File: config.mk
export PLATFORM = sky130hd
export DESIGN_NAME = dds_sweep_ctrl
export DESIGN_NICKNAME = d
export VERILOG_FILES = /design/src/rtl/dds_sweep_pkg.sv /design/src/rtl/dds_pulse_timer.sv /design/src/rtl/dds_bit_shifter.sv /design/src/rtl/dds_tw_sweeper.sv /design/src/rtl/dds_sweep_ctrl.sv
export SDC_FILE = /design/constraint.sdc
export NUM_CORES = 1
export LEC_CHECK = 0
export BUFFER_PORTS_ARGS = -buffer_cell sky130_fd_sc_hd__buf_2
export CAP_MARGIN = 20
export CELL_PAD_IN_SITES_DETAIL_PLACEMENT = 0
export CELL_PAD_IN_SITES_GLOBAL_PLACEMENT = 2
export CORE_MARGIN = 1
export CORE_UTILIZATION = 39
export DETAILED_ROUTE_END_ITERATION = 8
export GPL_ROUTABILITY_DRIVEN = 0
export PLACE_DENSITY = 0.87
export SLEW_MARGIN = 10
export SYNTH_ARGS = -nofsm -noshare
export SYNTH_HDL_FRONTEND = slang
export SYNTH_HIERARCHICAL = 1
export SYNTH_SLANG_ARGS = --single-unit
File: constraint.sdc
create_clock -name clk -period 10.4 [get_ports clk]
set_input_delay 1.56 -clock clk [delete_from_list [all_inputs] [get_ports clk]]
set_output_delay 1.56 -clock clk [all_outputs]
set_load 0.01 [all_outputs]
File: src/rtl/dds_sweep_pkg.sv
// Shared widths, command layout and sequencer states for the DDS sweep controller.
// Assumes the synthesizer decodes the 40-bit word as tuning word in bits 31..0,
// control in 33..32, power-down in 34 and phase in 39..35.
package dds_sweep_pkg;
    localparam int TW_W  = 32;
    localparam int CTL_W = 2;
    localparam int PH_W  = 5;
    localparam int CMD_W = TW_W + CTL_W + 1 + PH_W;

    typedef logic [TW_W-1:0]  tw_t;
    typedef logic [CMD_W-1:0] cmd_t;

    typedef enum logic [2:0] {
        SQ_BOOT,
        SQ_SYNRST,
        SQ_IDLE,
        SQ_LAUNCH,
        SQ_SHIFT,
        SQ_STROBE
    } sq_state_t;

    // Assemble one command word from its fields; control bits are always zero.
    function automatic cmd_t pack_cmd(tw_t tw, logic [PH_W-1:0] phase, logic pwr_dn);
        return {phase, pwr_dn, {CTL_W{1'b0}}, tw};
    endfunction
endpackage

File: src/rtl/dds_pulse_timer.sv
// One-shot pulse of LEN clocks started by `fire`.
// Assumes LEN >= 1; a fire while the pulse is running is ignored.
module dds_pulse_timer #(
    parameter int unsigned LEN = 4
) (
    input  logic clk,
    input  logic rst_n,
    input  logic fire,
    output logic active,
    output logic last
);
    localparam int CW = $clog2(LEN + 1);

    logic [CW-1:0] cnt;

    // Down-counter holding the remaining pulse length.
    always_ff @(posedge clk) begin
        if (!rst_n)
            cnt <= '0;
        else if (fire && cnt == '0)
            cnt <= CW'(LEN);
        else if (cnt != '0)
            cnt <= cnt - CW'(1);
    end

    assign active = (cnt != '0);
    assign last   = (cnt == CW'(1));
endmodule

File: src/rtl/dds_bit_shifter.sv
// Shifts a command word out LSB first with an idle-low serial clock.
// Each bit: HALF clocks with clock low, then HALF clocks high; data changes
// only on the falling transition. Assumes `load` arrives only when not busy.
module dds_bit_shifter #(
    parameter int unsigned HALF = 2
) (
    input  logic                       clk,
    input  logic                       rst_n,
    input  logic                       load,
    input  dds_sweep_pkg::cmd_t        cmd,
    output logic                       sclk,
    output logic                       sdata,
    output logic                       busy
);
    import dds_sweep_pkg::*;

    localparam int HCW = (HALF > 1) ? $clog2(HALF) : 1;
    localparam int BCW = $clog2(CMD_W + 1);

    cmd_t           sreg;
    logic [BCW-1:0] bits_left;
    logic [HCW-1:0] hcnt;
    logic           sclk_q;

    // Half-period timing, clock phase and bit advance.
    always_ff @(posedge clk) begin
        if (!rst_n) begin
            sreg      <= '0;
            bits_left <= '0;
            hcnt      <= '0;
            sclk_q    <= 1'b0;
        end else if (load) begin
            sreg      <= cmd;
            bits_left <= BCW'(CMD_W);
            hcnt      <= HCW'(HALF - 1);
            sclk_q    <= 1'b0;
        end else if (bits_left != '0) begin
            if (hcnt != '0) begin
                hcnt <= hcnt - HCW'(1);
            end else begin
                hcnt <= HCW'(HALF - 1);
                if (!sclk_q) begin
                    sclk_q <= 1'b1;
                end else begin
                    sclk_q    <= 1'b0;
                    sreg      <= {1'b0, sreg[CMD_W-1:1]};
                    bits_left <= bits_left - BCW'(1);
                end
            end
        end
    end

    assign busy  = (bits_left != '0);
    assign sclk  = sclk_q;
    assign sdata = busy & sreg[0];
endmodule

File: src/rtl/dds_tw_sweeper.sv
// Triangle sweep of the tuning word between two bounds.
// `reload` restarts at the lower bound heading up; `advance` takes one step.
// Arithmetic is one bit wider than the word so no sum wraps.
// Assumes lo <= hi.
module dds_tw_sweeper (
    input  logic                 clk,
    input  logic                 rst_n,
    input  logic                 reload,
    input  logic                 advance,
    input  dds_sweep_pkg::tw_t   lo,
    input  dds_sweep_pkg::tw_t   hi,
    input  dds_sweep_pkg::tw_t   step,
    output dds_sweep_pkg::tw_t   tw
);
    import dds_sweep_pkg::*;

    tw_t         tw_q;
    logic        heading_up;
    logic [TW_W:0] up_sum;
    logic [TW_W:0] lo_plus;
    logic        can_up;
    logic        can_dn;
    tw_t         tw_nx;
    logic        dir_nx;

    // Candidate moves and whether each stays inside the bounds.
    always_comb begin
        up_sum  = {1'b0, tw_q} + {1'b0, step};
        lo_plus = {1'b0, lo} + {1'b0, step};
        can_up  = (up_sum <= {1'b0, hi});
        can_dn  = ({1'b0, tw_q} >= lo_plus);
        tw_nx   = tw_q;
        dir_nx  = heading_up;
        if (heading_up) begin
            if (can_up) begin
                tw_nx = up_sum[TW_W-1:0];
            end else begin
                dir_nx = 1'b0;
                tw_nx  = can_dn ? (tw_q - step) : lo;
            end
        end else begin
            if (can_dn) begin
                tw_nx = tw_q - step;
            end else begin
                dir_nx = 1'b1;
                tw_nx  = can_up ? up_sum[TW_W-1:0] : hi;
            end
        end
    end

    // Sweep position and direction registers.
    always_ff @(posedge clk) begin
        if (!rst_n) begin
            tw_q       <= '0;
            heading_up <= 1'b1;
        end else if (reload) begin
            tw_q       <= lo;
            heading_up <= 1'b1;
        end else if (advance) begin
            tw_q       <= tw_nx;
            heading_up <= dir_nx;
        end
    end

    assign tw = tw_q;
endmodule

File: src/rtl/dds_sweep_ctrl.sv
// Host-side controller for a serially programmed DDS: resets the synthesizer
// once, then while enabled sends swept 40-bit commands each closed by an
// update strobe. Assumes sweep_lo <= sweep_hi; bounds are read live.
module dds_sweep_ctrl #(
    parameter int unsigned HALF_CLKS = 2,
    parameter int unsigned UPD_CLKS  = 4,
    parameter int unsigned RST_CLKS  = 8
) (
    input  logic        clk,
    input  logic        rst_n,
    input  logic        enable,
    input  logic [31:0] sweep_lo,
    input  logic [31:0] sweep_hi,
    input  logic [31:0] sweep_step,
    output logic        ser_clk,
    output logic        ser_data,
    output logic        upd_strobe,
    output logic        synth_rst,
    output logic        word_done
);
    import dds_sweep_pkg::*;

    sq_state_t state, state_nx;
    logic      rst_fire, rst_last;
    logic      upd_fire, upd_last;
    logic      sh_load, sh_busy;
    logic      sw_reload, sw_adv;
    tw_t       cur_tw;

    dds_pulse_timer #(.LEN(RST_CLKS)) u_rst_pulse (
        .clk(clk), .rst_n(rst_n), .fire(rst_fire),
        .active(synth_rst), .last(rst_last)
    );

    dds_pulse_timer #(.LEN(UPD_CLKS)) u_upd_pulse (
        .clk(clk), .rst_n(rst_n), .fire(upd_fire),
        .active(upd_strobe), .last(upd_last)
    );

    dds_tw_sweeper u_sweep (
        .clk(clk), .rst_n(rst_n), .reload(sw_reload), .advance(sw_adv),
        .lo(sweep_lo), .hi(sweep_hi), .step(sweep_step), .tw(cur_tw)
    );

    dds_bit_shifter #(.HALF(HALF_CLKS)) u_shift (
        .clk(clk), .rst_n(rst_n), .load(sh_load),
        .cmd(pack_cmd(cur_tw, '0, 1'b0)),
        .sclk(ser_clk), .sdata(ser_data), .busy(sh_busy)
    );

    // Sequencer state register.
    always_ff @(posedge clk) begin
        if (!rst_n)
            state <= SQ_BOOT;
        else
            state <= state_nx;
    end

    // Sequencer transitions and per-state strobes to the sub-blocks.
    always_comb begin
        state_nx  = state;
        rst_fire  = 1'b0;
        upd_fire  = 1'b0;
        sh_load   = 1'b0;
        sw_reload = 1'b0;
        sw_adv    = 1'b0;
        case (state)
            SQ_BOOT: begin
                rst_fire = 1'b1;
                state_nx = SQ_SYNRST;
            end
            SQ_SYNRST: begin
                if (rst_last) state_nx = SQ_IDLE;
            end
            SQ_IDLE: begin
                sw_reload = 1'b1;
                if (enable) state_nx = SQ_LAUNCH;
            end
            SQ_LAUNCH: begin
                sh_load  = 1'b1;
                state_nx = SQ_SHIFT;
            end
            SQ_SHIFT: begin
                if (!sh_busy) begin
                    upd_fire = 1'b1;
                    state_nx = SQ_STROBE;
                end
            end
            SQ_STROBE: begin
                if (upd_last) begin
                    sw_adv   = 1'b1;
                    state_nx = enable ? SQ_LAUNCH : SQ_IDLE;
                end
            end
            default: state_nx = SQ_BOOT;
        endcase
    end

    assign word_done = (state == SQ_STROBE) && upd_last;
endmodule

Word level (Yosys, flattened, before mapping):

Cells that the tools add are included.

* logic and storage cells: 97
* output and inout bits: 5
* input port bits: 99
* bits in registers: 83

* multiplexer cells: 39
* magnitude comparators: 2
* equality and inequality tests: 12
* add/sub/neg operators: 7
* bitwise logic cells: 3
* reduce and logical (&&, ||, !) cells: 22

Operator list (number)
* 32-bit two-way mux: 11
* 32-bit by 32-bit adder with 33-bit output: 2
* 32-bit by 33-bit greater-or-equal comparator with 1-bit output: 1
* 33-bit by 32-bit <= comparator with 1-bit output: 1
* 32-bit subtractor: 1
* 6-bit two-way mux: 4
* 3-bit two-way mux: 6
* 3-bit case mux with 6 select lines: 1
* 1-bit two-way mux: 15
* 2-bit != test, second input constant: 5
* 2-bit nonzero test: 5
* 4-bit two-way mux: 2
* 2-bit OR reduction: 4
* 3-bit by 1-bit == test with 1-bit output, second input constant: 2
* 3-bit by 2-bit == test with 1-bit output, second input constant: 2
* 3-bit == test, second input constant: 2
* 3-bit logical NOT: 2
* 3-bit AND reduction: 2
* 6-bit nonzero test: 1
* 6-bit by 1-bit subtractor with 6-bit output, second input constant: 1
* 4-bit by 1-bit == test with 1-bit output, second input constant: 1
* 4-bit logical NOT: 1
* 4-bit AND reduction: 1
* 4-bit nonzero test: 1
* 8 further kinds: 11

Longest topological paths before layout:

Gate-level depths: netlist of run 1.

* depth in word-level cells: 7
* depth in mapped cells: 25
* depth with buffers taken out: 23

Modules after synthesis:

The synthesis of run 1 kept the hierarchy.

By module, submodules not included
* dds_tw_sweeper: times used 1, area an instance 9306.4 um2, sequential area each 660.6 um2, cells each 1266
* dds_bit_shifter: times used 1, area an instance 2087.0 um2, sequential area each 960.9 um2, cells each 266
* dds_pulse_timer at u_rst_pulse: times used 1, area an instance 239.0 um2, sequential area each 80.1 um2, cells each 28
* dds_pulse_timer at u_upd_pulse: times used 1, area an instance 187.7 um2, sequential area each 60.1 um2, cells each 20
* dds_sweep_ctrl: times used 1, area an instance 178.9 um2, sequential area each 60.1 um2, cells each 23

Worst setup path before layout of run 1:

No wires, ideal clock.

* path kind: in2reg
* from: in sweep_lo[1]
* to: reg u_sweep.tw_q[27], in the netlist u_sweep/tw[27]
* slack: 3958 ps
* arrival time: 6321 ps
* path buffers: 2
* data required time: 10279 ps
* stages on the path: 23
* setup time: 121 ps
* cells stage by stage: ha_1 a21o_1 a211oi_2 o21ai_0 a31o_2 a31o_2 o31a_1 a311o_1 a31o_2 o311a_1 ha_1 a211oi_1 o21ai_0 nor4_1 o211ai_1 nor3_1 a211o_1 buf_4 a21oi_4 buf_4 a221o_1 a221oi_2 nor3_1

* cells in the longest elaborated chain, start to end: 7
* elaborated cells between the ends (all ways): 8
* those cells by class: 1 x add/sub; 1 x order compare; 6 x mux

Ends and longest elaborated chain
* from (decl): RTL line dds_sweep_ctrl.sv:12 `input logic [31:0] sweep_lo,`
* 32-bit by 32-bit adder with 33-bit output (*): RTL line dds_tw_sweeper.sv:29 `lo_plus = {1'b0, lo} + {1'b0, step};`
* 32-bit by 33-bit greater-or-equal comparator with 1-bit output (*): RTL line dds_tw_sweeper.sv:31 `can_dn = ({1'b0, tw_q} >= lo_plus);`
* 32-bit two-way mux: RTL line dds_tw_sweeper.sv:39 `tw_nx = can_dn ? (tw_q - step) : lo;`
* 32-bit two-way mux: RTL line dds_tw_sweeper.sv:35 `if (can_up) begin`
* 32-bit two-way mux (*): RTL line dds_tw_sweeper.sv:34 `if (heading_up) begin`
* 32-bit two-way mux (*): RTL line dds_tw_sweeper.sv:59 `end else if (advance) begin`
* 32-bit two-way mux (*): RTL line dds_tw_sweeper.sv:56 `end else if (reload) begin`
* to (signal assigned): RTL line dds_tw_sweeper.sv:57 `tw_q <= lo;`
* to (signal assigned): RTL line dds_tw_sweeper.sv:60 `tw_q <= tw_nx;`
* to (decl): RTL line dds_tw_sweeper.sv:17 `tw_t tw_q;`

Mark *: on every way between the ends. The rest lies on a longest branch, timed or not. The select of a mux whose other input is x is not followed.
A chain may end at the register's enable or synchronous reset.

Worst setup path after layout of run 1:

* from: in sweep_lo[0]
* to: reg u_sweep.tw_q[22], in the netlist u_sweep/tw[22]

Same word-level chain as after synthesis.

==> results of run 1 <==
==> placed cells by master (no fill, tap or decap), types with 23 or more instances in the layout <==
master / Yosys / final
nand3_1: 31 / 31
nor2_1: 89 / 88
a21o_1: 34 / 34
nor3_1: 52 / 52
o21ai_0: 119 / 119
inv_1: 120 / 120
nand2_1: 105 / 105
buf_2: 14 / 103
a211oi_1: 25 / 25
dfxtp_1: 91 / 90
xnor2_1: 62 / 62
nand2b_1: 23 / 23
a21oi_1: 202 / 201
ha_1: 165 / 165
==> path summary, 6_finish.rpt <==
path,start,endpoint,slack [ns],cells past startpoint
max reg2reg,u_sweep/tw[4],u_sweep/tw[22],3.44,21
min,u_shift/sreg[29],u_shift/sreg[29],0.45,2
min reg2reg,u_shift/sreg[29],u_shift/sreg[29],0.45,2
max,sweep_lo[0],u_sweep/tw[22],2.15,24
==> worst min-delay path: stages (launching register included) <==
cell,delay [ns]
dfxtp_1,0.31
nand2_1,0.05
a21oi_1,0.05
==> synthesized netlist by cell type (all sizes together), types with 19 or more instances <==
cell / instances / area, um^2
inv: 123 / 461.7
o21bai: 20 / 150.1
xnor2: 63 / 559.3
nand2b: 23 / 143.9
a221oi: 21 / 202.7
xor2: 19 / 166.4
a21oi: 204 / 1036
or3: 20 / 135.1
a21o: 34 / 255.2
nor3: 54 / 286.5
dfxtp: 91 / 1822
ha: 165 / 2064
a31oi: 19 / 118.9
nand3: 31 / 155.2
nand2: 106 / 405.4
o211ai: 22 / 170.2
clkbuf: 47 / 176.4
o21ai: 134 / 693.2
a211oi: 30 / 257.8
buf: 36 / 261.5
nor2: 92 / 352.8
==> kinds of logic after synthesis <==
family                     Yosys count  share of synthesized area, %
DFF                                 91                         15.18
buffers and inverters              206                         7.497
and+or+nand+nor                    422                         18.05
adders and majority gates          168                         17.71
muxes                               14                         1.189
AOI/OAI and AO/OA                  619                         34.30
other                                1                       0.03125
xor gates and xnor gates            82                         6.048
==> where the power goes <==
part | total, mW | internal, mW | switching (mW)
registers | 0.444 | 0.389 | 0.0547
clock network | 0.347 | 0.189 | 0.158
logic | 0.860 | 0.338 | 0.523
==> flip-flops by register name (all words and copies together), names as in the netlist <==
signal and flops:
state 3, u_rst_pulse/cnt 4, u_shift/bits_left 6, u_shift/hcnt 1, u_shift/sclk 1, u_shift/sreg 40, u_sweep/heading_up 1, u_sweep/tw 32
u_upd_pulse/cnt 3
==> metrics by stage <==
step,total power [mW],utilization (%),hold WS [ns],cell area (um^2)
2_1_floorplan,1.049,-,0.4255,12030
3_3_place_gp,1.281,42.35,0.4402,12690
3_5_place_dp,1.289,42.40,0.4455,12700
4_1_cts,1.644,43.41,0.4549,13000
5_1_grt,1.759,43.50,0.4730,13030
6_report,1.651,43.50,0.4513,13030
==> area by class of cell <==
cell class                 instances  area [um^2]
clock buffer                      10        229.0
tap                              390        488.0
multi-input combinational       1313         9323
clock inverter                     6        72.57
sequential                        91         1823
fill                            3191        16920
inverter                         123        461.7
timing repair buffer             116        633.1
==> per-layer routing <==
layer | GRT usage [%] | wire length (um) | share of wire (%)
met5 | 0 | 17 | 0.038
met4 | 10.72 | 1632 | 3.6
met3 | 4.692 | 3232 | 7.2
met2 | 45.33 | 20150 | 45
met1 | 37.63 | 20040 | 44
==> impl_metrics.ini, run 1 <==
[drt]
wl_um = 45070
drtIter0Drc = 1042
drt-pass1-iter-count = 5
viasPerCell = 6.099
wire_per_inst_um = 22.00
vias = 12500
remaining_drc_errors = 0
ant_nets = 0

[timing]
setup_tns_ns = 0
drv_slew = 0
finalSetupViolations = 0
tightest_slew_ns = 1.120
hold_viol = 0
rsz0062_at_grt = no
finClkSkew_ns = 0.01308
max_freq_mhz = 121.1
post-route-min-period_ns = 8.254
max_slew_margin_pct = 25.34
finalWorstSetupSlack_ns = 2.146
post-route-period-util_pct = 79.37

[yosys]
netlist_area_um2 = 12000
ys_seq_elements = 91
synth_cell_types = 103
yosys_most_used_dff = dfxtp_1
async_flop_share_pct = 0
synth-edff-count = 0
yosys_warnings = 6
synth.avg_cell_area_um2 = 7.485
yosysSeqAreaShare_pct = 15.18
synth_cells = 1603

[grt]
antenna_found_initial = 1
groute.usage.overall_pct = 28.26
grt_pass1_vias = 11690
grt_max_degree = 82
overflow = 0
grt_pass1_wl_um = 68010

[worst_setup_path]
crit_type = input port to flop
worstSetupEndpointType = flop
critPathLaunchType = input port
cp_top_family = compound AO/OA/AOI/OAI gates
cp_data_arrival_time_ns = 8.49
path_buf_inv = 1
cp_data_required_time_ns = 10.63
crit_chain = buf_2 -> ha_1 -> fa_1 -> a211oi_1 -> o21ai_1 -> o211ai_2 -> a21boi_1 -> o41ai_1 -> a21oi_1 -> o31a_1 -> o21ai_0 -> nand2b_1 -> xnor2_1 -> ha_1 -> a211oi_1 -> o21ai_0 -> nor4_1 -> o211ai_1 -> nor3_1 -> a211o_1 -> a21oi_4 -> and3_1 -> a2111oi_0 -> a21oi_1
cp_slowest_cell = a211o_1
critPathMaxFanout = 28
slowest_delay_ns = 0.91

[placed_design]
hpwl_um = 35290
place_worst_setup_slack_ns = 1.981
numPlacedInstances = 2031
portBuffers = 103

[cells_and_area]
area_delta_synth_final_pct = 8.592
diodes = 0
nets = 1921
drive_above_1_share_pct = 11.57
fin_cells = 2049

[run]
maxCapViolCount = 0

[cts]
clockBufferDepth = 2
clock_latency_ns = 0.36
cts_buffers = 9
tritoncts = yes
cts_hold_buf = 0
cts-resized-gates = 0
postCtsSetupRepairBufs = 0
cts.clk_slew.worst_paths_ns = 0.07
htreeDepth = 3
root_buffer = clkbuf_16
cts_num_sinks = 91

[pwr]
power.leakage_nw = 5.822
peakVddDrop_mv = 0.09396
powerDensity_nw_per_um2 = 126.7

[worst_hold_path]
hold_path.class = flop to flop

[floorplanning]
die_y_um = 177.4
die_width_um = 177.4
io_pins = 104
rows = 63
coreArea_um2 = 29950
initial_core_util_pct = 40.06
dieArea_um2 = 31470

[outcome]
status = complete, no violations
Power figures use the tool's default switching activity.
==> inputs of run 2 (changes only) <==
CORE_UTILIZATION = 36   (was 39)
PLACE_DENSITY = 0.81   (was 0.87)
clock period = 8.2 ns   (was 10.4 ns; I/O delays follow)
==> run 2 against run 1 <==
Net effect: combinational power is 27% higher; critical path depth is 1 higher; first-iteration DRC count grew 30%; power is 26% higher; routed wire length up 2.4%; clock skew grew 0.0075 ns; hold slack about the same; cell count rose by 2.9%; count of clock-buffer cells in the layout is 1 lower; non-clock buffer count up 8; via count up 0.20%.
==> impl_metrics.ini, run 2 (same netlist as run 1, synthesis figures left out) <==
[outcome]
status = complete, no violations

[cells_and_area]
diodes = 0
nets = 1929
regMostFlops = u_shift/sreg
final_cell_mix = a21oi_1 (201), ha_1 (165), inv_1 (120)
drive_above_1_share_pct = 12.12
area_delta_synth_final_pct = 9.562
largest_reg_flops = 40
final_common_cell = a21oi_1

[pwr]
finalPower_mw = 2.087
seq_power_share_pct = 26.9
power.switching_mw = 0.9484
comb_power_share_pct = 52.3
clkPwrFrac_pct = 20.8
internal_power_mw = 1.139
powerDensity_nw_per_um2 = 158.8
power.leakage_nw = 5.871
switching_share_pct = 45.43
peakVddDrop_mv = 0.1091

[cts]
cts_hold_buf = 0
clock_latency_ns = 0.37
cts-resized-gates = 0
cts_buffers = 9
clockBufferDepth = 2
tritoncts = yes
cts.clk_slew.worst_paths_ns = 0.09
postCtsSetupRepairBufs = 0
cts_num_sinks = 91
root_buffer = clkbuf_16
htreeDepth = 3

[worst_setup_path]
r2r-end = u_sweep/tw[26]
cp_slowest_cell = nor2_2
crit_type = input port to flop
startpoint = sweep_lo[0]
worstSetupEndpointType = flop
cp_data_required_time_ns = 8.48
crit-reg2reg-launch = u_sweep/tw[4]
cpMostUsedCell = a211oi_1
rrSetupSlack_ns = 1.56
r2r_cells = 20
slowest_delay_ns = 0.82
critPathLaunchType = input port
cp_data_arrival_time_ns = 7.90
critPathMaxFanout = 16
crit_end = u_sweep/tw[3]

[grt]
overflow = 0
grt_pass1_vias = 11760
grt_pass1_wl_um = 70010
groute.usage.overall_pct = 27.03
antenna_found_initial = 1
grt_max_degree = 82

[timing]
tightest_slew_ns = 1.099
max_freq_mhz = 131.2
post-route-period-util_pct = 92.95
whs_ns = 0.4514
finClkSkew_ns = 0.02062
setup_tns_ns = 0
finalSetupViolations = 0
rsz0062_at_grt = no
post-route-min-period_ns = 7.622
hold_viol = 0
max_slew_margin_pct = 26.46
drv_slew = 0

[floorplanning]
io_pins = 104
coreArea_um2 = 32700
rows = 66
dieArea_um2 = 34060
die_width_um = 184.6
initial_core_util_pct = 36.69
die_y_um = 184.6

[drt]
wire_per_inst_um = 21.89
top_layer_used = met5
wl_met3_um = 3087
met2WireLength_um = 20920
wl_met1_um = 20570
viasPerCell = 5.937
drt-pass1-iter-count = 5
ant_nets = 0
wl_um = 46170
vias = 12520
drtIter0Drc = 1355
remaining_drc_errors = 0

[worst_hold_path]
hold_path.class = flop to flop
min_from = u_shift/sreg[36]
hold-path-cell-count = 2

[run]
maxCapViolCount = 0

[placed_design]
hpwl_um = 36230
portBuffers = 103
[run 2: how the worst min path moves through the flow]
| stage | slack [ns] | end |
|---|---|---|
| final | 0.45 | u_shift/sreg[36] |
| after global placement | 0.44 | u_shift/sreg[20] |
| after global routing | 0.46 | u_shift/sreg[36] |
| after CTS | 0.45 | u_shift/sreg[14] |
| after floorplan | 0.43 | u_shift/sreg[0] |
| after detailed placement | 0.44 | u_shift/sreg[36] |
[run 2: area by class of cell]
type	instances	area [um^2]
Clock buffer	9	225.2
Sequential cell	91	1823
Fill cell	3525	19560
Tap cell	442	553.0
Inverter	123	461.7
Clock inverter	7	73.82
Multi-Input combinational cell	1313	9324
Timing Repair Buffer	124	685.7
[run 2: power groups by stage]
| stage | sequential [mW] | clock [mW] | combinational, mW |
|---|---|---|---|
| 2_1_floorplan | 0.544 | 0 | 0.787 |
| 3_5_place_dp | 0.571 | 0 | 1.07 |
| 5_1_grt | 0.569 | 0.462 | 1.20 |
| 4_1_cts | 0.561 | 0.446 | 1.08 |
| 3_3_place_gp | 0.571 | 0 | 1.07 |
| 6_report | 0.562 | 0.434 | 1.09 |
[run 2: critical path: cells and delay by family]
kind / cells / cell delay [ns]
adders and majority gates: 3 / 0.99
and+or+nand+nor: 4 / 1.57
AOI/OAI and AO/OA: 15 / 3.42
buffers and inverters: 2 / 0.45
xor gates and xnor gates: 1 / 0.23
[run 2: per-stage QoR]
step | worst slack, ns | instances | cell area (um^2) | util [%]
after global placement | 0.5111 | 2092 | 12830 | 39.23
final | 0.5781 | 2109 | 13150 | 40.20
after global routing | 0.1621 | 2109 | 13150 | 40.20
after CTS | 0.7652 | 2108 | 13130 | 40.14
after detailed placement | 0.4161 | 2092 | 12830 | 39.23
after floorplan | 2.088 | 1610 | 12030 | -
[run 2: routing by layer]
| layer | GRT usage [%] | vias to the layer above |
|---|---|---|
| met3 | 3.418 | 98 |
| met4 | 10.13 | 2 |
| met1 | 36.11 | 5920 |
| li1 | - | 6016 |
| met5 | 0 | - |
| met2 | 44.06 | 486 |
